===== config.mk =====
export PLATFORM = sky130hd
export DESIGN_NAME = ide_window_bridge
export DESIGN_NICKNAME = d
export VERILOG_FILES = /design/src/rtl/ide_win_pkg.sv /design/src/rtl/ide_win_decode.sv /design/src/rtl/ide_win_word_reg.sv /design/src/rtl/ide_win_irq_status.sv /design/src/rtl/ide_window_bridge.sv
export SDC_FILE = /design/constraint.sdc
export NUM_CORES = 1
export LEC_CHECK = 0
export BUFFER_PORTS_ARGS = -buffer_cell sky130_fd_sc_hd__buf_2
export CAP_MARGIN = 10
export CORE_MARGIN = 5
export CORE_UTILIZATION = 52
export CTS_BUF_LIST = sky130_fd_sc_hd__clkbuf_4 sky130_fd_sc_hd__clkbuf_8
export DETAILED_ROUTE_END_ITERATION = 12
export PLACE_DENSITY = 0.9
export SYNTH_ARGS = -nofsm -noshare
export SYNTH_HDL_FRONTEND = slang
export SYNTH_SLANG_ARGS = --single-unit

===== constraint.sdc =====
create_clock -name clk -period 5.22 [get_ports clk]
set_input_delay 1.044 -clock clk [delete_from_list [all_inputs] [get_ports clk]]
set_output_delay 1.044 -clock clk [all_outputs]
set_load 0.02 [all_outputs]

===== src/rtl/ide_win_pkg.sv =====
package ide_win_pkg;

  typedef enum logic [1:0] {
    SZ_BYTE = 2'd0,
    SZ_HALF = 2'd1,
    SZ_WORD = 2'd2,
    SZ_BAD  = 2'd3
  } acc_size_e;

  typedef enum logic [2:0] {
    TGT_NONE   = 3'd0,
    TGT_DATA   = 3'd1,
    TGT_TASK   = 3'd2,
    TGT_CTL    = 3'd3,
    TGT_TIMING = 3'd4,
    TGT_IRQ    = 3'd5
  } target_e;

  localparam int IDX_DATA     = 0;
  localparam int IDX_TASK_LO  = 1;
  localparam int IDX_TASK_HI  = 7;
  localparam int IDX_CTL_A    = 8;
  localparam int IDX_CTL_B    = 22;
  localparam int IDX_TIMING   = 32;
  localparam int IDX_IRQ      = 48;
  localparam logic [31:0] OPEN_BUS = 32'hFFFF_FFFF;

endpackage


===== src/rtl/ide_win_decode.sv =====
module ide_win_decode
  import ide_win_pkg::*;
#(
  parameter int ADDR_W     = 12,
  parameter int STRIDE_LSB = 4
) (
  input  logic [ADDR_W-1:0] addr,
  input  acc_size_e         size,
  input  logic              write,
  output target_e           target,
  output logic [2:0]        tf_idx,
  output logic              dword
);

  localparam int IDX_W = ADDR_W - STRIDE_LSB;

  logic [IDX_W-1:0] reg_idx;
  target_e          raw_tgt;
  logic             size_ok;

  assign reg_idx = addr[ADDR_W-1:STRIDE_LSB];

  always_comb begin
    raw_tgt = TGT_NONE;
    size_ok = 1'b0;
    tf_idx  = 3'd0;
    dword   = 1'b0;
    if (int'(reg_idx) == IDX_DATA) begin
      raw_tgt = TGT_DATA;
      dword   = (size == SZ_WORD);
      if (write) size_ok = (size == SZ_HALF) || (size == SZ_WORD);
      else       size_ok = (size != SZ_BAD);
    end else if (int'(reg_idx) >= IDX_TASK_LO && int'(reg_idx) <= IDX_TASK_HI) begin
      raw_tgt = TGT_TASK;
      tf_idx  = reg_idx[2:0];
      size_ok = (size == SZ_BYTE);
    end else if (int'(reg_idx) == IDX_CTL_A || int'(reg_idx) == IDX_CTL_B) begin
      raw_tgt = TGT_CTL;
      size_ok = (size == SZ_BYTE);
    end else if (int'(reg_idx) == IDX_TIMING) begin
      raw_tgt = TGT_TIMING;
      size_ok = (size == SZ_WORD);
    end else if (int'(reg_idx) == IDX_IRQ) begin
      raw_tgt = TGT_IRQ;
      size_ok = (size == SZ_WORD);
    end
    target = size_ok ? raw_tgt : TGT_NONE;
  end

endmodule


===== src/rtl/ide_win_word_reg.sv =====
module ide_win_word_reg #(
  parameter int W = 32
) (
  input  logic         clk,
  input  logic         rst_n,
  input  logic         we,
  input  logic [W-1:0] d,
  output logic [W-1:0] q
);

  always_ff @(posedge clk or negedge rst_n) begin
    if (!rst_n)  q <= '0;
    else if (we) q <= d;
  end

  AST_TIMING_HOLD: assert property (@(posedge clk) disable iff (!rst_n)
    !we |=> $stable(q));

endmodule


===== src/rtl/ide_win_irq_status.sv =====
module ide_win_irq_status #(
  parameter int NUM_LINES = 2,
  parameter int W         = 32
) (
  input  logic                 clk,
  input  logic                 rst_n,
  input  logic [NUM_LINES-1:0] lvl,
  input  logic                 clr_top,
  output logic [W-1:0]         q
);

  localparam int LOW_BITS = W - NUM_LINES;

  assign q[LOW_BITS-1:0] = '0;

  for (genvar n = 0; n < NUM_LINES; n++) begin : g_line
    logic bit_q;
    assign q[W-1-n] = bit_q;

    if (n == 0) begin : g_latched
      logic prev_lvl;
      always_ff @(posedge clk or negedge rst_n) begin
        if (!rst_n) begin
          bit_q    <= 1'b0;
          prev_lvl <= 1'b0;
        end else begin
          prev_lvl <= lvl[n];
          if (lvl[n] != prev_lvl) bit_q <= lvl[n];
          else if (clr_top)       bit_q <= 1'b0;
        end
      end

      AST_TOP_FOLLOWS_EDGE: assert property (@(posedge clk) disable iff (!rst_n)
        (lvl[n] != prev_lvl) |=> (bit_q == $past(lvl[n])));
      AST_TOP_CLEARED: assert property (@(posedge clk) disable iff (!rst_n)
        (clr_top && lvl[n] == prev_lvl) |=> !bit_q);
    end else begin : g_mirror
      always_ff @(posedge clk or negedge rst_n) begin
        if (!rst_n) bit_q <= 1'b0;
        else        bit_q <= lvl[n];
      end

      AST_LINE_MIRROR: assert property (@(posedge clk) disable iff (!rst_n)
        1'b1 |=> (bit_q == $past(lvl[n])));
    end
  end

endmodule


===== src/rtl/ide_window_bridge.sv =====
module ide_window_bridge
  import ide_win_pkg::*;
#(
  parameter int ADDR_W     = 12,
  parameter int STRIDE_LSB = 4,
  parameter int DATA_W     = 32,
  parameter int NUM_IRQ    = 2
) (
  input  logic              clk,
  input  logic              rst_n,
  input  logic              req_valid,
  output logic              req_ready,
  input  logic              req_write,
  input  logic [ADDR_W-1:0] req_addr,
  input  logic [1:0]        req_size,
  input  logic [DATA_W-1:0] req_wdata,
  output logic              rsp_valid,
  input  logic              rsp_ready,
  output logic [DATA_W-1:0] rsp_data,
  output logic              tf_rd,
  output logic              tf_wr,
  output logic              tf_sel_ctl,
  output logic [2:0]        tf_idx,
  output logic              tf_dword,
  output logic [DATA_W-1:0] tf_wdata,
  input  logic [DATA_W-1:0] tf_rdata,
  output logic              tf_rst,
  input  logic              dma_irq_in,
  input  logic              drv_irq_in,
  output logic              dma_irq_out,
  output logic              drv_irq_out
);

  localparam int TOP_BIT = DATA_W - 1;

  acc_size_e         size_c;
  target_e           target;
  logic [2:0]        dec_idx;
  logic              dec_dword;
  logic              accept;
  logic              is_bus;
  logic              timing_we;
  logic              irq_clr;
  logic [DATA_W-1:0] timing_q;
  logic [DATA_W-1:0] irq_q;
  logic [DATA_W-1:0] rd_mux;
  logic [NUM_IRQ-1:0] irq_lvl;
  logic              tf_rst_q;

  assign size_c = acc_size_e'(req_size);

  ide_win_decode #(
    .ADDR_W    (ADDR_W),
    .STRIDE_LSB(STRIDE_LSB)
  ) u_decode (
    .addr  (req_addr),
    .size  (size_c),
    .write (req_write),
    .target(target),
    .tf_idx(dec_idx),
    .dword (dec_dword)
  );

  assign req_ready = !rsp_valid || rsp_ready;
  assign accept    = req_valid && req_ready;
  assign is_bus    = (target == TGT_DATA) || (target == TGT_TASK) || (target == TGT_CTL);

  assign tf_rd      = accept && !req_write && is_bus;
  assign tf_wr      = accept &&  req_write && is_bus;
  assign tf_sel_ctl = (target == TGT_CTL);
  assign tf_idx     = dec_idx;
  assign tf_dword   = dec_dword && (target == TGT_DATA);
  assign tf_wdata   = req_wdata;

  assign timing_we = accept && req_write && (target == TGT_TIMING);
  assign irq_clr   = accept && req_write && (target == TGT_IRQ) && req_wdata[TOP_BIT];

  ide_win_word_reg #(.W(DATA_W)) u_timing (
    .clk  (clk),
    .rst_n(rst_n),
    .we   (timing_we),
    .d    (req_wdata),
    .q    (timing_q)
  );

  assign irq_lvl = {drv_irq_in, dma_irq_in};

  ide_win_irq_status #(
    .NUM_LINES(NUM_IRQ),
    .W        (DATA_W)
  ) u_irq (
    .clk    (clk),
    .rst_n  (rst_n),
    .lvl    (irq_lvl),
    .clr_top(irq_clr),
    .q      (irq_q)
  );

  assign dma_irq_out = dma_irq_in;
  assign drv_irq_out = drv_irq_in;

  always_comb begin
    rd_mux = OPEN_BUS;
    unique case (target)
      TGT_DATA: begin
        unique case (size_c)
          SZ_BYTE: rd_mux = {{(DATA_W-8){1'b0}}, tf_rdata[7:0]};
          SZ_HALF: rd_mux = {{(DATA_W-16){1'b0}}, tf_rdata[15:0]};
          default: rd_mux = tf_rdata;
        endcase
      end
      TGT_TASK,
      TGT_CTL:    rd_mux = {{(DATA_W-8){1'b0}}, tf_rdata[7:0]};
      TGT_TIMING: rd_mux = timing_q;
      TGT_IRQ:    rd_mux = irq_q;
      default:    rd_mux = OPEN_BUS;
    endcase
  end

  always_ff @(posedge clk or negedge rst_n) begin
    if (!rst_n) begin
      rsp_valid <= 1'b0;
      rsp_data  <= '0;
    end else if (accept && !req_write) begin
      rsp_valid <= 1'b1;
      rsp_data  <= rd_mux;
    end else if (rsp_ready) begin
      rsp_valid <= 1'b0;
    end
  end

  always_ff @(posedge clk or negedge rst_n) begin
    if (!rst_n) tf_rst_q <= 1'b1;
    else        tf_rst_q <= 1'b0;
  end
  assign tf_rst = tf_rst_q;

  AST_RSP_HELD: assert property (@(posedge clk) disable iff (!rst_n)
    (rsp_valid && !rsp_ready) |=> (rsp_valid && $stable(rsp_data)));
  AST_READ_ANSWERED: assert property (@(posedge clk) disable iff (!rst_n)
    tf_rd |=> rsp_valid);
  AST_NO_STROBE_STALLED: assert property (@(posedge clk) disable iff (!rst_n)
    !req_ready |-> (!tf_rd && !tf_wr));
  AST_STROBE_EXCL: assert property (@(posedge clk) disable iff (!rst_n)
    !(tf_rd && tf_wr));
  AST_DWORD_DATA_ONLY: assert property (@(posedge clk) disable iff (!rst_n)
    (tf_dword && (tf_rd || tf_wr)) |-> (tf_idx == 3'd0 && !tf_sel_ctl));
  AST_TFRST_PULSE: assert property (@(posedge clk) disable iff (!rst_n)
    tf_rst |=> !tf_rst);
  AST_IRQ_PASS: assert property (@(posedge clk) disable iff (!rst_n)
    (dma_irq_out == dma_irq_in) && (drv_irq_out == drv_irq_in));

endmodule


==> reports/qor.yml <==
crit_chain: "buf_2 > or3_1 > nand3b_4 > mux2_4 > or2_2 > nor2_1 > buf_2"
num_vias: 2949
cts_sinks: 69
postRouteAntennaNets: 0
grt_overflow: 0
grt_max_degree: 70
final.setup.tns_ps: 0
hpwlAfterDp_mm: 6.25
die-area_um2: 8480
finalHoldViolCount: 0
ys_ff_latch: 69
rsz0062_at_grt: "false"
switching_share_pct: 27.0
ir_drop_uv: 150
via_per_inst: 5.60
pwr-share-comb_pct: 15.7
netSwitchingPower_uw: 302
met1_usage_pct: 27.1
numCtsBuffers: 9
stdcell_area_um2: 4230
hold_class: "reg -> reg"
synth-async-reset-ratio_pct: 100
groute.usage.overall_pct: 21.7
critPathMostFrequentCell: "buf_2"
drt_wl_total_mm: 8.89
wire_per_inst_um: 16.9
design.core.area_um2: 6680
synth_area_leaders: "dfrtp_1 (49%), mux2_2 (11%), buf_4 (7.7%)"
grt.busiest_layer: "met2"
cp_slowest_cell: "or3_1"
drive_gt1_share_pct: 49.0
drv_cap: 0
die_height_um: 92.1
post-route-min-period_ps: 3840
firstDrtPassIters: 4
fillers: 561
pwr-share-seq_pct: 50.4
route.detailed.drc: 0
cts_tree: "done"
setup_violations: 0
die_x_um: 92.1
cts.clk_slew.worst_paths_ps: 70
diodes: 0
required_ps: 4180
use_met3_pct: 4.10
io_pins: 161
grt_pass1_wl_mm: 14.6
insertion_delay_ps: 330
synth.top_cells.by_count: "dfrtp_1 (68), buf_4 (36), nor2_1 (34)"
synthFlopType: "dfrtp_1"
antenna_found_initial: 0
gp_congestion: 0.869
grtUsageMet2_pct: 36.3
htree_levels: 3
slew-limit-headroom_pct: 27.8
crit_fanout: 12
clockRootBuffer: "clkbuf_8"
cp-start-kind: "primary input"
yosysWarningCount: 0
syn_to_final_growth_pct: 20.9
layout.nets: 534
grt_pass1_vias: 3023
drt_iter0_drc: 183
syn-mean-instance-area_um2: 10.8
syn-cell-area_um2: 3500
port_buffers: 156
rows: 30
period_share_pct: 73.6
synth_edf_count: 0
synth_most_common_cell: "dfrtp_1"
reg2reg_slack_ps: 2690
start_util_pct: 52.4
critical_path.max_stage_delay_ps: 410
critPathKind: "in -> out"
synth_top_area_share_pct: 48.6
run_status: "finished, final reports clean"
cts_buffer_depth: 2
tightestPinTransition_ps: 1080
synth_cell_types: 39
syn_inst: 323
p_total_uw: 1120
max_freq_mhz: 260
internal_power_uw: 816
end_kind: "output pin"
ctsResizeCount: 0
leakagePower_uw: 0.00206
finClkSkew_ps: 11.6
pwr_density_cell_nw_per_um2: 264
cp.arrival_ps: 2800
drv_slew: 0
cts_hold_buf: 0
dpl_cell_area_um2: 4070
seq_area_frac_synth_pct: 49.3
clock_power_share_pct: 33.9
synth_area_leader_cell: "dfrtp_1"
postCtsSetupRepairBufs: 0
postSynthNetCount: 413
[final timing paths]
kind / startpoint / endpoint / cells past startpoint
max in group asynchronous: rst_n / u_timing.q[31] / 2
min in group asynchronous: rst_n / rsp_data[4] / 2
min reg2reg: rsp_data[2] / rsp_data[2] / 2
max reg2reg: rsp_valid / u_timing.q[13] / 5
max: req_addr[7] / tf_wr / 7
min: rsp_data[2] / rsp_data[2] / 2
[layer usage]
metal,vias up,routed length [µm]
li1,1370,-
met1,1416,3480
met2,143,4550
met3,20,672
met4,0,187
met5,-,0
[registers in the layout, indices dropped and copies added, names as in the netlist]
| register | flops |
|---|---|
| u_timing.q | 32 |
| rsp_valid | 1 |
| u_irq.g_line.bit_q | 2 |
| tf_rst | 1 |
| u_irq.g_line.g_latched.prev_lvl | 1 |
| rsp_data | 32 |
[final cells by class]
cell class              count  area (µm²)  area share, %
clock buffers              12         159           3.75
clock inverters             2        10.0          0.236
inverters                   6        22.5          0.532
multi-input cells         196        1390           32.8
flip-flops and latches     69        1730           40.8
well taps                  80         100           2.36
repair buffers            162         826           19.5
[cell families (layout without fill, tap and decap cells)]
| group | after synthesis | in the layout | synth area share, % |
|---|---|---|---|
| multiplexers | 36 | 36 | 11.6 |
| AND/OR/NAND/NOR | 88 | 88 | 12.8 |
| AO/OA/AOI/OAI | 66 | 66 | 13.3 |
| flip-flops | 69 | 69 | 49.3 |
| other | 1 | 1 | 0.107 |
| buffers and inverters | 58 | 182 | 11.1 |
| adder cells (fa/ha/maj) | 5 | 5 | 1.79 |
[power groups by stage]
stage / Combinational (µW) / Clock (µW) / Sequential [µW]
2_1_floorplan: 88.8 / 0 / 590
3_3_place_gp: 172 / 0 / 572
3_5_place_dp: 176 / 0 / 573
4_1_cts: 177 / 391 / 563
5_1_grt: 193 / 417 / 566
6_report: 176 / 380 / 564
[worst max-delay path, delay by kind of cell]
family        cells  cell delay [ps]
simple gates      4             1030
buf+inv           2              310
mux               1              400
[per-stage QoR]
step                setup slack, ps  cells  hold slack [ps]  utilization (%)
finish                         1380    527              491             63.4
global route                   1320    527              524             63.4
CTS                            1380    527              498             63.4
detailed placement             1410    513              482             60.8
global placement               1420    513              473             60.8
floorplan                      1630    323              479                -
[cells in the final DEF (no fill, tap or decap), types with 2 or more instances in the layout]
cell,Yosys,final
buf_2,4,156
dfrtp_1,68,68
nor2_1,34,33
mux2_2,33,33
a21oi_1,26,26
a221oi_1,22,22
nand2_1,14,14
nor3_1,12,12
clkbuf_8,0,11
nand3_1,9,9
o211ai_1,8,8
inv_1,6,6
buf_4,36,6
ha_1,5,5
and2_1,4,4
o21ai_0,3,3
and3b_1,2,2
nand3b_1,2,2
mux2i_1,2,2
o31ai_1,2,2
o32ai_1,2,2
clkinv_2,0,2
(Power assumes the default switching activity.)
